==> src/rtl/twr_pkg.sv <==
package twr_pkg;
  localparam int BYTE_W = 8;
  localparam int ADDR_W = 7;
  localparam logic [2:0] ADDR_PREFIX = 3'b010;

  typedef enum logic [1:0] {
    PH_IDLE = 2'd0,
    PH_ADDR = 2'd1,
    PH_DATA = 2'd2
  } rx_phase_e;
endpackage

==> src/rtl/twr_sync_filter.sv <==
module twr_sync_filter #(
  parameter int FILT_LEN = 4
) (
  input  logic clk,
  input  logic rst_n,
  input  logic raw_i,
  output logic filt_o
);
  localparam int CW = $clog2(FILT_LEN + 1);

  logic [1:0]    sync_q;
  logic [CW-1:0] cnt_q, cnt_d;
  logic          filt_q, filt_d;

  always_ff @(posedge clk or negedge rst_n) begin
    if (!rst_n) begin
      sync_q <= 2'b11;
    end else begin
      sync_q <= {sync_q[0], raw_i};
    end
  end

  always_comb begin
    cnt_d  = '0;
    filt_d = filt_q;
    if (sync_q[1] != filt_q) begin
      if (cnt_q == CW'(FILT_LEN - 1)) begin
        filt_d = sync_q[1];
      end else begin
        cnt_d = cnt_q + 1'b1;
      end
    end
  end

  always_ff @(posedge clk or negedge rst_n) begin
    if (!rst_n) begin
      cnt_q  <= '0;
      filt_q <= 1'b1;
    end else begin
      cnt_q  <= cnt_d;
      filt_q <= filt_d;
    end
  end

  assign filt_o = filt_q;

  AST_FILT_FOLLOWS_INPUT: assert property (@(posedge clk) disable iff (!rst_n)
    (filt_q != $past(filt_q)) |-> ($past(sync_q[1]) == filt_q));
endmodule

==> src/rtl/twr_edge_detect.sv <==
module twr_edge_detect (
  input  logic clk,
  input  logic rst_n,
  input  logic scl_f_i,
  input  logic sda_f_i,
  output logic scl_rise_o,
  output logic scl_fall_o,
  output logic start_ev_o,
  output logic stop_ev_o
);
  logic scl_q, sda_q;

  always_ff @(posedge clk or negedge rst_n) begin
    if (!rst_n) begin
      scl_q <= 1'b1;
      sda_q <= 1'b1;
    end else begin
      scl_q <= scl_f_i;
      sda_q <= sda_f_i;
    end
  end

  always_comb begin
    scl_rise_o = scl_f_i & ~scl_q;
    scl_fall_o = ~scl_f_i & scl_q;
    start_ev_o = scl_f_i & scl_q & sda_q & ~sda_f_i;
    stop_ev_o  = scl_f_i & scl_q & ~sda_q & sda_f_i;
  end

  AST_COND_NEEDS_SCL_HIGH: assert property (@(posedge clk) disable iff (!rst_n)
    (start_ev_o || stop_ev_o) |-> $past(scl_f_i));
endmodule

==> src/rtl/twr_addr_match.sv <==
module twr_addr_match
  import twr_pkg::*;
#(
  parameter int ADDR_PINS = 2
) (
  input  logic [ADDR_PINS-1:0] strap_i,
  input  logic [BYTE_W-1:0]    cand_i,
  output logic                 hit_o
);
  logic [ADDR_W-1:0] own_addr;

  generate
    if (ADDR_PINS == 4) begin : g_four_pins
      assign own_addr = {ADDR_PREFIX, strap_i};
    end else begin : g_two_pins
      assign own_addr = {ADDR_PREFIX, 2'b11, strap_i};
    end
  endgenerate

  assign hit_o = (cand_i[BYTE_W-1:1] == own_addr) && !cand_i[0];
endmodule

==> src/rtl/twr_rx_engine.sv <==
module twr_rx_engine
  import twr_pkg::*;
(
  input  logic              clk,
  input  logic              rst_n,
  input  logic              sda_f_i,
  input  logic              scl_rise_i,
  input  logic              scl_fall_i,
  input  logic              start_ev_i,
  input  logic              stop_ev_i,
  input  logic              addr_hit_i,
  output logic [BYTE_W-1:0] cand_o,
  output logic              sda_oe_o,
  output logic [BYTE_W-1:0] rx_byte_o,
  output logic              rx_valid_o,
  output logic              start_o,
  output logic              stop_o,
  output logic              addressed_o
);
  localparam int BCW      = $clog2(BYTE_W + 2);
  localparam int LAST_BIT = BYTE_W - 1;
  localparam int ACK_LOW  = BYTE_W;
  localparam int ACK_HIGH = BYTE_W + 1;

  rx_phase_e         phase_q, phase_d;
  logic [BCW-1:0]    bitcnt_q, bitcnt_d;
  logic [BYTE_W-1:0] shift_q, shift_d;
  logic [BYTE_W-1:0] rx_byte_q, rx_byte_d;
  logic              addressed_q, addressed_d;
  logic              ack_arm_q, ack_arm_d;
  logic              sda_oe_q, sda_oe_d;
  logic              rx_valid_q, rx_valid_d;
  logic              start_q, start_d;
  logic              stop_q, stop_d;

  assign cand_o = {shift_q[BYTE_W-2:0], sda_f_i};

  always_comb begin
    phase_d     = phase_q;
    bitcnt_d    = bitcnt_q;
    shift_d     = shift_q;
    rx_byte_d   = rx_byte_q;
    addressed_d = addressed_q;
    ack_arm_d   = ack_arm_q;
    sda_oe_d    = sda_oe_q;
    rx_valid_d  = 1'b0;
    start_d     = 1'b0;
    stop_d      = 1'b0;

    if (start_ev_i) begin
      phase_d     = PH_ADDR;
      bitcnt_d    = '0;
      addressed_d = 1'b0;
      ack_arm_d   = 1'b0;
      sda_oe_d    = 1'b0;
      start_d     = 1'b1;
    end else if (stop_ev_i) begin
      phase_d     = PH_IDLE;
      bitcnt_d    = '0;
      addressed_d = 1'b0;
      ack_arm_d   = 1'b0;
      sda_oe_d    = 1'b0;
      stop_d      = addressed_q;
    end else if (phase_q != PH_IDLE) begin
      if (scl_rise_i) begin
        if (bitcnt_q < BCW'(ACK_LOW)) begin
          shift_d  = cand_o;
          bitcnt_d = bitcnt_q + 1'b1;
          if (bitcnt_q == BCW'(LAST_BIT)) begin
            if (phase_q == PH_ADDR) begin
              if (addr_hit_i) begin
                addressed_d = 1'b1;
                ack_arm_d   = 1'b1;
                phase_d     = PH_DATA;
              end else begin
                phase_d = PH_IDLE;
              end
            end else begin
              rx_valid_d = 1'b1;
              rx_byte_d  = cand_o;
              ack_arm_d  = 1'b1;
            end
          end
        end else if (bitcnt_q == BCW'(ACK_LOW)) begin
          bitcnt_d = BCW'(ACK_HIGH);
        end
      end else if (scl_fall_i) begin
        if (bitcnt_q == BCW'(ACK_LOW) && ack_arm_q) begin
          sda_oe_d  = 1'b1;
          ack_arm_d = 1'b0;
        end else if (bitcnt_q == BCW'(ACK_HIGH)) begin
          sda_oe_d = 1'b0;
          bitcnt_d = '0;
        end
      end
    end
  end

  always_ff @(posedge clk or negedge rst_n) begin
    if (!rst_n) begin
      phase_q     <= PH_IDLE;
      bitcnt_q    <= '0;
      shift_q     <= '0;
      rx_byte_q   <= '0;
      addressed_q <= 1'b0;
      ack_arm_q   <= 1'b0;
      sda_oe_q    <= 1'b0;
      rx_valid_q  <= 1'b0;
      start_q     <= 1'b0;
      stop_q      <= 1'b0;
    end else begin
      phase_q     <= phase_d;
      bitcnt_q    <= bitcnt_d;
      shift_q     <= shift_d;
      rx_byte_q   <= rx_byte_d;
      addressed_q <= addressed_d;
      ack_arm_q   <= ack_arm_d;
      sda_oe_q    <= sda_oe_d;
      rx_valid_q  <= rx_valid_d;
      start_q     <= start_d;
      stop_q      <= stop_d;
    end
  end

  assign sda_oe_o    = sda_oe_q;
  assign rx_byte_o   = rx_byte_q;
  assign rx_valid_o  = rx_valid_q;
  assign start_o     = start_q;
  assign stop_o      = stop_q;
  assign addressed_o = addressed_q;

  AST_OE_NEEDS_ADDR: assert property (@(posedge clk) disable iff (!rst_n)
    sda_oe_q |-> addressed_q);
  AST_VALID_SINGLE: assert property (@(posedge clk) disable iff (!rst_n)
    rx_valid_q |=> !rx_valid_q);
  AST_VALID_NEEDS_ADDR: assert property (@(posedge clk) disable iff (!rst_n)
    rx_valid_q |-> addressed_q);
  AST_STOP_ONLY_ADDR: assert property (@(posedge clk) disable iff (!rst_n)
    stop_q |-> $past(addressed_q));
  AST_START_DESELECTS: assert property (@(posedge clk) disable iff (!rst_n)
    start_q |-> !addressed_q);
  AST_START_NO_VALID: assert property (@(posedge clk) disable iff (!rst_n)
    start_q |-> !rx_valid_q);
endmodule

==> src/rtl/twr_slave_rx.sv <==
module twr_slave_rx
  import twr_pkg::*;
#(
  parameter int FILT_LEN  = 4,
  parameter int ADDR_PINS = 2
) (
  input  logic                 clk,
  input  logic                 rst_n,
  input  logic                 scl_i,
  input  logic                 sda_i,
  input  logic [ADDR_PINS-1:0] addr_strap_i,
  output logic                 sda_oe_o,
  output logic [BYTE_W-1:0]    rx_byte_o,
  output logic                 rx_valid_o,
  output logic                 start_o,
  output logic                 stop_o,
  output logic                 addressed_o
);
  localparam int NLINES = 2;

  logic [1:0]        rst_pipe_q;
  logic              rst_s_n;
  logic [NLINES-1:0] raw_lines, filt_lines;
  logic              scl_rise, scl_fall, start_ev, stop_ev, addr_hit;
  logic [BYTE_W-1:0] cand;

  always_ff @(posedge clk or negedge rst_n) begin
    if (!rst_n) begin
      rst_pipe_q <= 2'b00;
    end else begin
      rst_pipe_q <= {rst_pipe_q[0], 1'b1};
    end
  end
  assign rst_s_n = rst_pipe_q[1];

  assign raw_lines = {sda_i, scl_i};

  generate
    for (genvar g = 0; g < NLINES; g++) begin : g_line
      twr_sync_filter #(.FILT_LEN(FILT_LEN)) i_filt (
        .clk    (clk),
        .rst_n  (rst_s_n),
        .raw_i  (raw_lines[g]),
        .filt_o (filt_lines[g])
      );
    end
  endgenerate

  twr_edge_detect i_edge (
    .clk        (clk),
    .rst_n      (rst_s_n),
    .scl_f_i    (filt_lines[0]),
    .sda_f_i    (filt_lines[1]),
    .scl_rise_o (scl_rise),
    .scl_fall_o (scl_fall),
    .start_ev_o (start_ev),
    .stop_ev_o  (stop_ev)
  );

  twr_addr_match #(.ADDR_PINS(ADDR_PINS)) i_match (
    .strap_i (addr_strap_i),
    .cand_i  (cand),
    .hit_o   (addr_hit)
  );

  twr_rx_engine i_engine (
    .clk         (clk),
    .rst_n       (rst_s_n),
    .sda_f_i     (filt_lines[1]),
    .scl_rise_i  (scl_rise),
    .scl_fall_i  (scl_fall),
    .start_ev_i  (start_ev),
    .stop_ev_i   (stop_ev),
    .addr_hit_i  (addr_hit),
    .cand_o      (cand),
    .sda_oe_o    (sda_oe_o),
    .rx_byte_o   (rx_byte_o),
    .rx_valid_o  (rx_valid_o),
    .start_o     (start_o),
    .stop_o      (stop_o),
    .addressed_o (addressed_o)
  );

  AST_RESET_QUIET: assert property (@(posedge clk)
    !rst_s_n |-> !(sda_oe_o || addressed_o || rx_valid_o));
endmodule

==> config.mk <==
export PLATFORM = sky130hd
export DESIGN_NAME = twr_slave_rx
export DESIGN_NICKNAME = d
export VERILOG_FILES = /design/src/rtl/twr_pkg.sv /design/src/rtl/twr_sync_filter.sv /design/src/rtl/twr_edge_detect.sv /design/src/rtl/twr_addr_match.sv /design/src/rtl/twr_rx_engine.sv /design/src/rtl/twr_slave_rx.sv
export SDC_FILE = /design/constraint.sdc
export NUM_CORES = 1
export LEC_CHECK = 0
export BUFFER_PORTS_ARGS = -buffer_cell sky130_fd_sc_hd__buf_2
export CORE_UTILIZATION = 59
export CTS_CLUSTER_SIZE = 28
export DETAILED_ROUTE_END_ITERATION = 10
export HOLD_SLACK_MARGIN = 0.03
export PLACE_DENSITY = 0.91
export SLEW_MARGIN = 20
export SYNTH_ARGS = -nofsm -noshare
export SYNTH_HDL_FRONTEND = slang
export SYNTH_SLANG_ARGS = --single-unit
==> constraint.sdc <==
create_clock -name clk -period 2.69 [get_ports clk]
set_clock_uncertainty 0.1 [all_clocks]
set_input_delay 0.269 -clock clk [delete_from_list [all_inputs] [get_ports clk]]
set_output_delay 0.269 -clock clk [all_outputs]
set_load 0.01 [all_outputs]
==> results of run 1 <==
## synthesized netlist by cell type (all sizes together) (2+ instances only)
| master | n |
|---|---|
| dfstp | 8 |
| nand3 | 4 |
| dfrtp | 35 |
| ha | 8 |
| a21oi | 5 |
| o21a | 3 |
| nand2 | 7 |
| a211oi | 2 |
| nor3 | 4 |
| nand4 | 2 |
| inv | 7 |
| a41oi | 2 |
| nor2b | 7 |
| o21ai | 4 |
| and3 | 3 |
| xnor2 | 5 |
| mux2 | 16 |
| nor2 | 3 |
| nor3b | 4 |
## critical path, delay by kind of cell (launching register included)
kind,cells,cell delay [ns]
AOI/OAI and AO/OA,1,0.18
adders and majority gates,1,0.29
DFF,1,0.60
and+or+nand+nor,2,0.47
muxes,1,0.36
## repair_timing
action                                 CTS  global route
endpoints found under the hold margin    4             0
gates resized for setup                  0             0
hold buffers                             3             0
## per-layer routing
metal  GRT usage  up-vias  share of wire
met1       0.275      602           0.44
met3      0.0804        7          0.035
li1            -      557              -
met5           0        -              0
met4      0.0952        0          0.019
met2       0.358       21           0.51
## power groups by stage
stage	combinational [mW]	sequential [mW]	clock, mW
after global placement	0.392	0.914	0
after detailed placement	0.428	0.930	0
after CTS	0.433	0.918	0.416
after floorplan	0.337	0.892	0
final	0.433	0.916	0.404
after global routing	0.482	0.939	0.441
## path summary, 6_finish.rpt
check	startpoint	end	slack, ns	cells past startpoint
min in group clk	addr_strap_i[0]	i_engine.ack_arm_q	0.26	5
setup / recovery	g_line[0].i_filt.filt_o	i_engine.shift_q[1]	0.59	5
setup reg to reg	g_line[0].i_filt.filt_o	i_engine.shift_q[1]	0.59	5
hold / removal	rst_n	rst_pipe_q[0]	0.1	2
hold reg to reg	rst_pipe_q[1]	i_engine.rx_byte_o[4]	0.17	0
max in group asynchronous	rst_pipe_q[1]	g_line[0].i_filt.filt_o	1.51	1
## area by class of cell
cell class / count / area [sq um]
clock buffers: 5 / 37.5
clock inverters: 3 / 43.8
fillers: 220 / 910
inverters: 7 / 26.3
multi-input cells: 90 / 742
flip-flops and latches: 43 / 1090
well taps: 44 / 55.1
repair buffers: 22 / 128
## kinds of logic after synthesis
kind of cell             after synthesis  share of synthesized area
AND/OR/NAND/NOR                       38                      0.123
multiplexers                          16                      0.113
XOR/XNOR                               5                     0.0235
AO/OA/AOI/OAI                         22                     0.0832
other                                  1                    0.00201
flip-flops                            43                      0.582
buffers and inverters                  8                     0.0201
adder cells (fa/ha/maj)                8                     0.0537
## per-stage QoR
stage	cells	util	area, sq um	setup WS [ns]
2_1_floorplan	141	-	1870	0.785
3_3_place_gp	203	0.663	2010	0.688
3_5_place_dp	203	0.663	2010	0.598
4_1_cts	214	0.700	2120	0.584
5_1_grt	214	0.700	2120	0.411
6_report	214	0.700	2120	0.588
## layout by cell type, fill, tap and decap left out, drive strengths merged
master | netlist | final
and4b | 1 | 1
nand3 | 4 | 4
nand2b | 1 | 1
dfstp | 8 | 8
and2b | 1 | 1
nand2 | 7 | 7
conb | 1 | 1
clkinv | 0 | 2
nor3b | 4 | 4
and3 | 3 | 3
o21ba | 1 | 1
dfrtp | 35 | 35
o21bai | 1 | 1
buf | 1 | 19
a31o | 1 | 1
a211oi | 2 | 2
o21ai | 4 | 4
a41oi | 2 | 2
clkbuf | 0 | 5
nor2b | 7 | 7
nor3 | 4 | 4
bufinv | 0 | 1
dlygate4sd3 | 0 | 3
a21o | 1 | 1
o31ai | 1 | 1
o21a | 3 | 3
nand4 | 2 | 2
xnor2 | 5 | 5
ha | 8 | 8
a22o | 1 | 1
mux2 | 16 | 16
a21oi | 5 | 5
nor4bb | 1 | 1
inv | 7 | 7
nor2 | 3 | 3
## registers in the layout, indices dropped and copies added (netlist names), 2 cells and up
register	cells
i_engine.rx_byte_o	8
g_line.i_filt.cnt_q	6
i_engine.shift_q	7
rst_pipe_q	2
g_line.i_filt.sync_q	4
i_engine.bitcnt_q	4
i_engine.phase_q	2
g_line.i_filt.filt_o	2
==> results.json, run 1 <==
{
  "gp_congestion": 0.884,
  "power_mw": 1.75,
  "die_x_um": 58.2,
  "netSwitchingFraction": 0.322,
  "start_util": 0.616,
  "drive_gt1_frac": 0.335,
  "ys_ff_latch": 43,
  "crit_path_start_kind": "flip-flop",
  "drtPass1Iterations": 4,
  "p_switching_mw": 0.565,
  "drtAntennaViolNets": 0,
  "seq_power_share": 0.522,
  "port_buffers": 18,
  "root_buffer": "clkbuf_4",
  "cts_buffer_depth": 2,
  "crit_fanout": 8,
  "numCtsBuffers": 5,
  "path_cells": "ha_1 > nor2b_1 > o21ai_0 > nor2_4 > mux2_2",
  "netlist_area_sq_um": 1870,
  "synth-edff-count": 0,
  "cellPowerDensity_nw_per_um2": 828,
  "cts_tree": "yes",
  "nNetsFinal": 183,
  "hold_class": "input pin to async pin",
  "initialDrtViolationCount": 40,
  "track_usage": 0.224,
  "ir_drop_uv": 467,
  "maxCapViolations": 0,
  "worstMarginPinSlew_ns": 0.641,
  "crit_path_top_delay_cell": "dfstp_2",
  "ys_async_sr_fraction": 1.00,
  "post_cts_buffers": 0,
  "synth_warnings": 0,
  "crit_required_ns": 2.85,
  "antenna_found_initial": 0,
  "rsz0062_at_grt": "false",
  "hold_viol": 0,
  "yosysTopAreaCell": "dfrtp_1",
  "cellLeakagePower_nw": 1.03,
  "max_freq_ghz": 0.476,
  "synth_area_leaders": "dfrtp_1, dfstp_2, mux2_4",
  "via_per_inst": 5.55,
  "hold_slack_ns": 0.0987,
  "grt_pass1_wl_um": 5340,
  "clk_pin_slew_ns": 0.12,
  "critPathKind": "flip-flop to flip-flop",
  "rows": 20,
  "cp-end-kind": "flip-flop",
  "io_pins": 19,
  "grt_overflow_total": 0,
  "setup_violations": 0,
  "dr_total_vias": 1187,
  "yosysTopAreaCellShare": 0.469,
  "fp.dieH_um": 58.2,
  "ys.flop_type": "dfrtp_1",
  "grt_max_degree": 26,
  "seq_area_frac_synth": 0.582,
  "finalSetupTns_ns": 0,
  "syn-num-nets": 155,
  "status": "finished clean",
  "h-tree-depth": 2,
  "worstPathArrival_ns": 2.26,
  "dieArea_sq_um": 3390,
  "avgSynthCellArea_sq_um": 13.2,
  "clkPwrFrac": 0.230,
  "diodes": 0,
  "power_frac_comb": 0.247,
  "synth_cell_types": 36,
  "min_period_ns": 2.10,
  "wl_per_cell_um": 14.9,
  "relSlewSlack": 0.573,
  "area_growth_pct": 13.5,
  "post-dp-hpwl_um": 2350,
  "p_int_mw": 1.19,
  "synth_cells": 141,
  "cts_sinks": 43,
  "drcViolationCount": 0,
  "final_max_slew_viol_count": 0,
  "grt_pass1_vias": 1183,
  "cp_slowest_stage_delay_ns": 0.60,
  "core_area_sq_um": 3030,
  "worstSkewPairLatency_ns": 0.36,
  "wl_um": 3190,
  "fin_crit_sh": 0.781
}
No activity file was read; power rests on OpenSTA's default activity.
==> inputs of run 2 (changes only) <==
--- a/config.mk
+++ b/config.mk
@@ -6,11 +6,11 @@
 export NUM_CORES = 1
 export LEC_CHECK = 0
 export BUFFER_PORTS_ARGS = -buffer_cell sky130_fd_sc_hd__buf_2
-export CORE_UTILIZATION = 59
+export CORE_UTILIZATION = 52
 export CTS_CLUSTER_SIZE = 28
 export DETAILED_ROUTE_END_ITERATION = 10
 export HOLD_SLACK_MARGIN = 0.03
-export PLACE_DENSITY = 0.91
+export PLACE_DENSITY = 0.85
 export SLEW_MARGIN = 20
 export SYNTH_ARGS = -nofsm -noshare
 export SYNTH_HDL_FRONTEND = slang
==> constraint.sdc (replaced) <==
create_clock -name clk -period 1.9 [get_ports clk]
set_clock_uncertainty 0.1 [all_clocks]
set_input_delay 0.19 -clock clk [delete_from_list [all_inputs] [get_ports clk]]
set_output_delay 0.19 -clock clk [all_outputs]
set_load 0.01 [all_outputs]
==> results.json, run 2 (synthesis gave the netlist of run 1 again) <==
{
  "status": "finished clean",
  "fp.dieH_um": 61.9,
  "fin_cells": 224,
  "post-dp-hpwl_um": 2270,
  "die_x_um": 61.9,
  "grt_overflow_total": 0,
  "final_util": 0.643,
  "layout_commonest_cell": "dfrtp_1",
  "fin_crit_sh": 0.972,
  "grt_pass1_wl_um": 4910,
  "root_buffer": "clkbuf_4",
  "dp_cells": 208,
  "ir_drop_uv": 653,
  "critPathKind": "flip-flop to flip-flop",
  "drcViolationCount": 0,
  "numCtsBuffers": 5,
  "rsz0062_at_grt": "false",
  "pre_cts_slack_ns": 0.0143,
  "track_usage": 0.186,
  "cts_tree": "yes",
  "setup_violations": 0,
  "dr_total_vias": 1166,
  "setup_ws_ns": 0.0526,
  "grt_pass1_vias": 1090,
  "drtAntennaViolNets": 0,
  "area_growth_pct": 16.8,
  "clk_pin_slew_ns": 0.13,
  "crit_required_ns": 2.05,
  "power_mw": 2.41,
  "via_per_inst": 5.21,
  "cts_sinks": 43,
  "wl_um": 3190,
  "path_cells": "ha_2 > and4b_2 > and3_2 > mux2_4",
  "start_util": 0.550,
  "cellLeakagePower_nw": 1.05,
  "max_freq_ghz": 0.541,
  "nNetsFinal": 191,
  "nFillCells": 246,
  "finalSetupTns_ns": 0,
  "crit_path_top_delay_cell": "dfstp_2",
  "io_pins": 19,
  "worstPathArrival_ns": 2.00,
  "cts_buffer_depth": 2,
  "wl_per_cell_um": 14.2,
  "core_area_sq_um": 3390,
  "cp_slowest_stage_delay_ns": 0.59,
  "grt_max_degree": 30,
  "worstMarginPinSlew_ns": 0.525,
  "h-tree-depth": 2,
  "cp-end-kind": "flip-flop",
  "drive_gt1_frac": 0.376,
  "crit_path_start_kind": "flip-flop",
  "hold_class": "flip-flop to async pin",
  "crit_fanout": 5,
  "rows": 21,
  "layout_common_cells": "dfrtp_1, buf_2, mux2_2, mux2_4, dfstp_2",
  "relSlewSlack": 0.650,
  "drtPass1Iterations": 6,
  "diodes": 0,
  "initialDrtViolationCount": 48,
  "cellPowerDensity_nw_per_um2": 1100,
  "hold_viol": 0,
  "largest_reg_flops": 8,
  "antenna_found_initial": 0,
  "gp_congestion": 0.814,
  "worstSkewPairLatency_ns": 0.35,
  "final_max_slew_viol_count": 0,
  "maxCapViolations": 0,
  "dieArea_sq_um": 3830,
  "port_buffers": 18,
  "min_period_ns": 1.85
}
run 2: cell count changes in the layout (fill, tap and decap cells not counted), sizes merged:
cell         previous run  this run
bufinv                  1         0
and3                    3         4
clkbuf                  5         6
buf                    19        25
dlygate4sd3             3         4
run 2: path summary, 6_finish.rpt:
path | from | end | slack, ns | cells past startpoint
setup / recovery | g_line[0].i_filt.filt_o | i_engine.rx_byte_o[2] | 0.05 | 4
hold / removal | rst_pipe_q[1] | g_line[1].i_filt.cnt_q[2] | 0.11 | 0
setup reg to reg | g_line[0].i_filt.filt_o | i_engine.rx_byte_o[2] | 0.05 | 4
hold reg to reg | rst_pipe_q[1] | g_line[1].i_filt.cnt_q[2] | 0.11 | 0
max in group asynchronous | rst_pipe_q[1] | g_line[0].i_filt.sync_q[1] | 0.98 | 1
min in group clk | addr_strap_i[0] | i_engine.ack_arm_q | 0.25 | 5
run 2: layout make-up:
cell class | instances | area, sq um | area share
sequential | 43 | 1090 | 0.498
multi-input combinational | 91 | 759 | 0.348
timing repair buffer | 29 | 195 | 0.0896
tap | 46 | 57.6 | 0.0264
clock buffer | 6 | 41.3 | 0.0189
inverter | 7 | 26.3 | 0.0121
clock inverter | 2 | 13.8 | 0.00631
run 2: critical path: cells and delay by family (launching register included):
| family | cells | cell delay, ns |
|---|---|---|
| fa+ha+maj | 1 | 0.20 |
| flops | 1 | 0.59 |
| mux | 1 | 0.32 |
| simple gates | 2 | 0.56 |
run 2: power by group:
| part | switching (mW) | internal (mW) |
|---|---|---|
| combinational | 0.336 | 0.354 |
| clock | 0.283 | 0.145 |
| sequential | 0.173 | 1.11 |
| total | 0.792 | 1.61 |
run 2: metal layers:
layer / vias up / routed length, um / global-route usage
li1: 566 / - / -
met1: 580 / 1470 / 0.233
met2: 18 / 1610 / 0.293
met3: 2 / 103 / 0.0600
met4: 0 / 11 / 0.0921
met5: - / 0 / 0
run 2: repair_timing:
action,in CTS,in global routing
hold buffers,4,0
setup buffers,0,3
gates cloned,0,1
pin swaps,1,2
resized for setup,1,3
setup endpoints to repair,1,16
hold endpoints to repair,4,0
run 2: through the flow:
stage / hold slack [ns] / area (sq um)
3_3_place_gp: -0.124 / 2050
2_1_floorplan: -0.206 / 1870
6_report: 0.111 / 2180
4_1_cts: 0.128 / 2140
5_1_grt: 0.152 / 2180
3_5_place_dp: -0.124 / 2050
==> inputs of run 3 (changes only) <==
--- a/config.mk
+++ b/config.mk
@@ -14,4 +14,5 @@
 export SLEW_MARGIN = 20
 export SYNTH_ARGS = -nofsm -noshare
 export SYNTH_HDL_FRONTEND = slang
+export SYNTH_HIERARCHICAL = 1
 export SYNTH_SLANG_ARGS = --single-unit
==> results.json, run 3 <==
{
  "diodes": 0,
  "nNetsFinal": 195,
  "track_usage": 0.221,
  "critPathKind": "flip-flop to flip-flop",
  "dp_cells": 214,
  "dr_total_vias": 1220,
  "drtPass1Iterations": 4,
  "synth_warnings": 6,
  "seq_power_share": 0.486,
  "yosysTopAreaCellShare": 0.469,
  "layout_common_cells": "dfrtp_1, buf_4, buf_2",
  "fin_crit_sh": 1.08,
  "port_buffers": 18,
  "placed_cell_area_sq_um": 2110,
  "max_freq_ghz": 0.488,
  "grt_pass1_wl_um": 5910,
  "ys.flop_type": "dfrtp_1",
  "hold_class": "flip-flop to async pin",
  "hold_viol": 0,
  "cts_sinks": 43,
  "synth.top_cells.by_count": "dfrtp_1, mux2_2, dfstp_2, mux2_4",
  "cellPowerDensity_nw_per_um2": 1240,
  "dieArea_sq_um": 3830,
  "cts_buffer_depth": 2,
  "design_area_sq_um": 2330,
  "fp.dieH_um": 61.9,
  "maxCapViolations": 0,
  "p_switching_mw": 1.02,
  "rsz0062_at_grt": "true",
  "rows": 21,
  "status": "finished, violations left",
  "worstPathArrival_ns": 2.20,
  "synth-edff-count": 0,
  "start_util": 0.550,
  "drtAntennaViolNets": 0,
  "cts_tree": "yes",
  "grt_pass1_vias": 1235,
  "largest_reg_flops": 8,
  "ys_async_sr_fraction": 1.00,
  "grt_max_degree": 42,
  "layout_commonest_cell": "dfrtp_1",
  "violations": "setup timing",
  "post-dp-hpwl_um": 2410,
  "clk_pin_slew_ns": 0.12,
  "worstSkewPairLatency_ns": 0.36,
  "min_period_ns": 2.05,
  "netSwitchingFraction": 0.353,
  "antenna_found_initial": 0,
  "crit_path_start_kind": "flip-flop",
  "fin_cells": 231,
  "cellLeakagePower_nw": 1.14,
  "wl_um": 3750,
  "syn-num-nets": 149,
  "p_int_mw": 1.87,
  "io_pins": 19,
  "netlist_area_sq_um": 1870,
  "via_per_inst": 5.28,
  "grt_overflow_total": 0,
  "yosysTopAreaCell": "dfrtp_1",
  "setup_violations": 18,
  "initialDrtViolationCount": 48,
  "h-tree-depth": 2,
  "final_max_slew_viol_count": 0,
  "setup_ws_ns": -0.148,
  "gp_congestion": 0.852,
  "numCtsBuffers": 5,
  "wl_per_cell_um": 16.3,
  "synth_cell_types": 41,
  "clkPwrFrac": 0.150,
  "avgSynthCellArea_sq_um": 13.5,
  "core_area_sq_um": 3390,
  "area_growth_pct": 25.0,
  "synth_area_leaders": "dfrtp_1, dfstp_2, mux2_4",
  "final_util": 0.688,
  "crit_required_ns": 2.05,
  "root_buffer": "clkbuf_4",
  "cp-end-kind": "flip-flop",
  "die_x_um": 61.9,
  "ys_ff_latch": 43,
  "drcViolationCount": 0,
  "synth.most_common_cell": "dfrtp_1",
  "crit_fanout": 5,
  "seq_area_frac_synth": 0.582,
  "drive_gt1_frac": 0.486,
  "ir_drop_uv": 737,
  "power_frac_comb": 0.365,
  "synth_cells": 138
}
## run 3: changes by cell type after synthesis, sizes merged, moves of 3 or more
cell | before | now
buf | 1 | 4
or3 | 0 | 3
nor4 | 0 | 3
ha | 8 | 5
and3 | 3 | 0
## run 3: path summary, 6_finish.rpt
path	start	end	slack, ns	depth (start not counted)
hold / removal	rst_pipe_q[1]	g_line[1].i_filt/cnt_q[2]	0.23	1
min in group clk	g_line[1].i_filt/sync_q[0]	g_line[1].i_filt/sync_q[1]	0.26	0
setup / recovery	g_line[1].i_filt/filt_o	i_engine/rx_byte_o[7]	-0.15	5
hold reg to reg	rst_pipe_q[1]	g_line[1].i_filt/cnt_q[2]	0.23	1
setup reg to reg	g_line[1].i_filt/filt_o	i_engine/rx_byte_o[7]	-0.15	5
max in group asynchronous	rst_n	rst_pipe_q[1]	0.95	3
## run 3: layer usage
layer / share of wire / wire length, um / GRT usage / vias up
met4: 0.012 / 46 / 0.0825 / 0
met5: 0 / 0 / 0 / -
li1: - / - / - / 574
met1: 0.42 / 1580 / 0.279 / 610
met2: 0.53 / 1990 / 0.373 / 30
met3: 0.037 / 139 / 0.0518 / 6
## run 3: kinds of logic after synthesis
logic type / Yosys count / share of synthesized area
AOI/OAI and AO/OA: 16 / 0.0557
xor gates and xnor gates: 5 / 0.0235
adders and majority gates: 5 / 0.0335
buffers and inverters: 9 / 0.0255
DFF: 43 / 0.582
muxes: 18 / 0.124
other: 1 / 0.00201
and+or+nand+nor: 41 / 0.154
## run 3: timing repair
item / CTS / global route
hold buffers: 4 / 0
endpoints found under the setup margin: 20 / 22
endpoints found under the hold margin: 4 / 0
cloned: 1 / 0
gates resized for setup: 9 / 9
buffers inserted: 2 / 2
pin swaps: 3 / 4
## run 3: power by group through the flow
stage	clock (mW)	sequential (mW)	combinational, mW
floorplan	0	1.38	0.602
global route	0.490	1.43	1.14
global placement	0	1.37	0.846
detailed placement	0	1.40	0.909
finish	0.432	1.40	1.05
CTS	0.441	1.39	0.965
## run 3: cell type report
| class | count | area [sq um] |
|---|---|---|
| sequential | 43 | 1090 |
| clock inverter | 2 | 12.5 |
| clock buffer | 6 | 41.3 |
| fill | 221 | 1060 |
| timing repair buffer | 43 | 299 |
| multi-input combinational | 86 | 817 |
| inverter | 5 | 18.8 |
| tap | 46 | 57.6 |
## run 3: critical path: stages (launching register included)
cell     delay (ns)
dfstp_2        0.58
and4b_1        0.22
or2_4          0.24
or3_4          0.36
buf_6          0.15
mux2_4         0.30
## run 3: through the flow
step                setup WS (ns)  hold slack [ns]  setup TNS (ns)  power [mW]
finish                     -0.148            0.229           -1.62        2.88
global route               -0.168            0.272           -2.41        3.06
CTS                        -0.119            0.244           -1.23        2.79
detailed placement         -0.154           -0.121           -2.21        2.30
global placement          -0.0905           -0.124           -1.27        2.22
floorplan                  -0.125           -0.206           -1.83        1.98
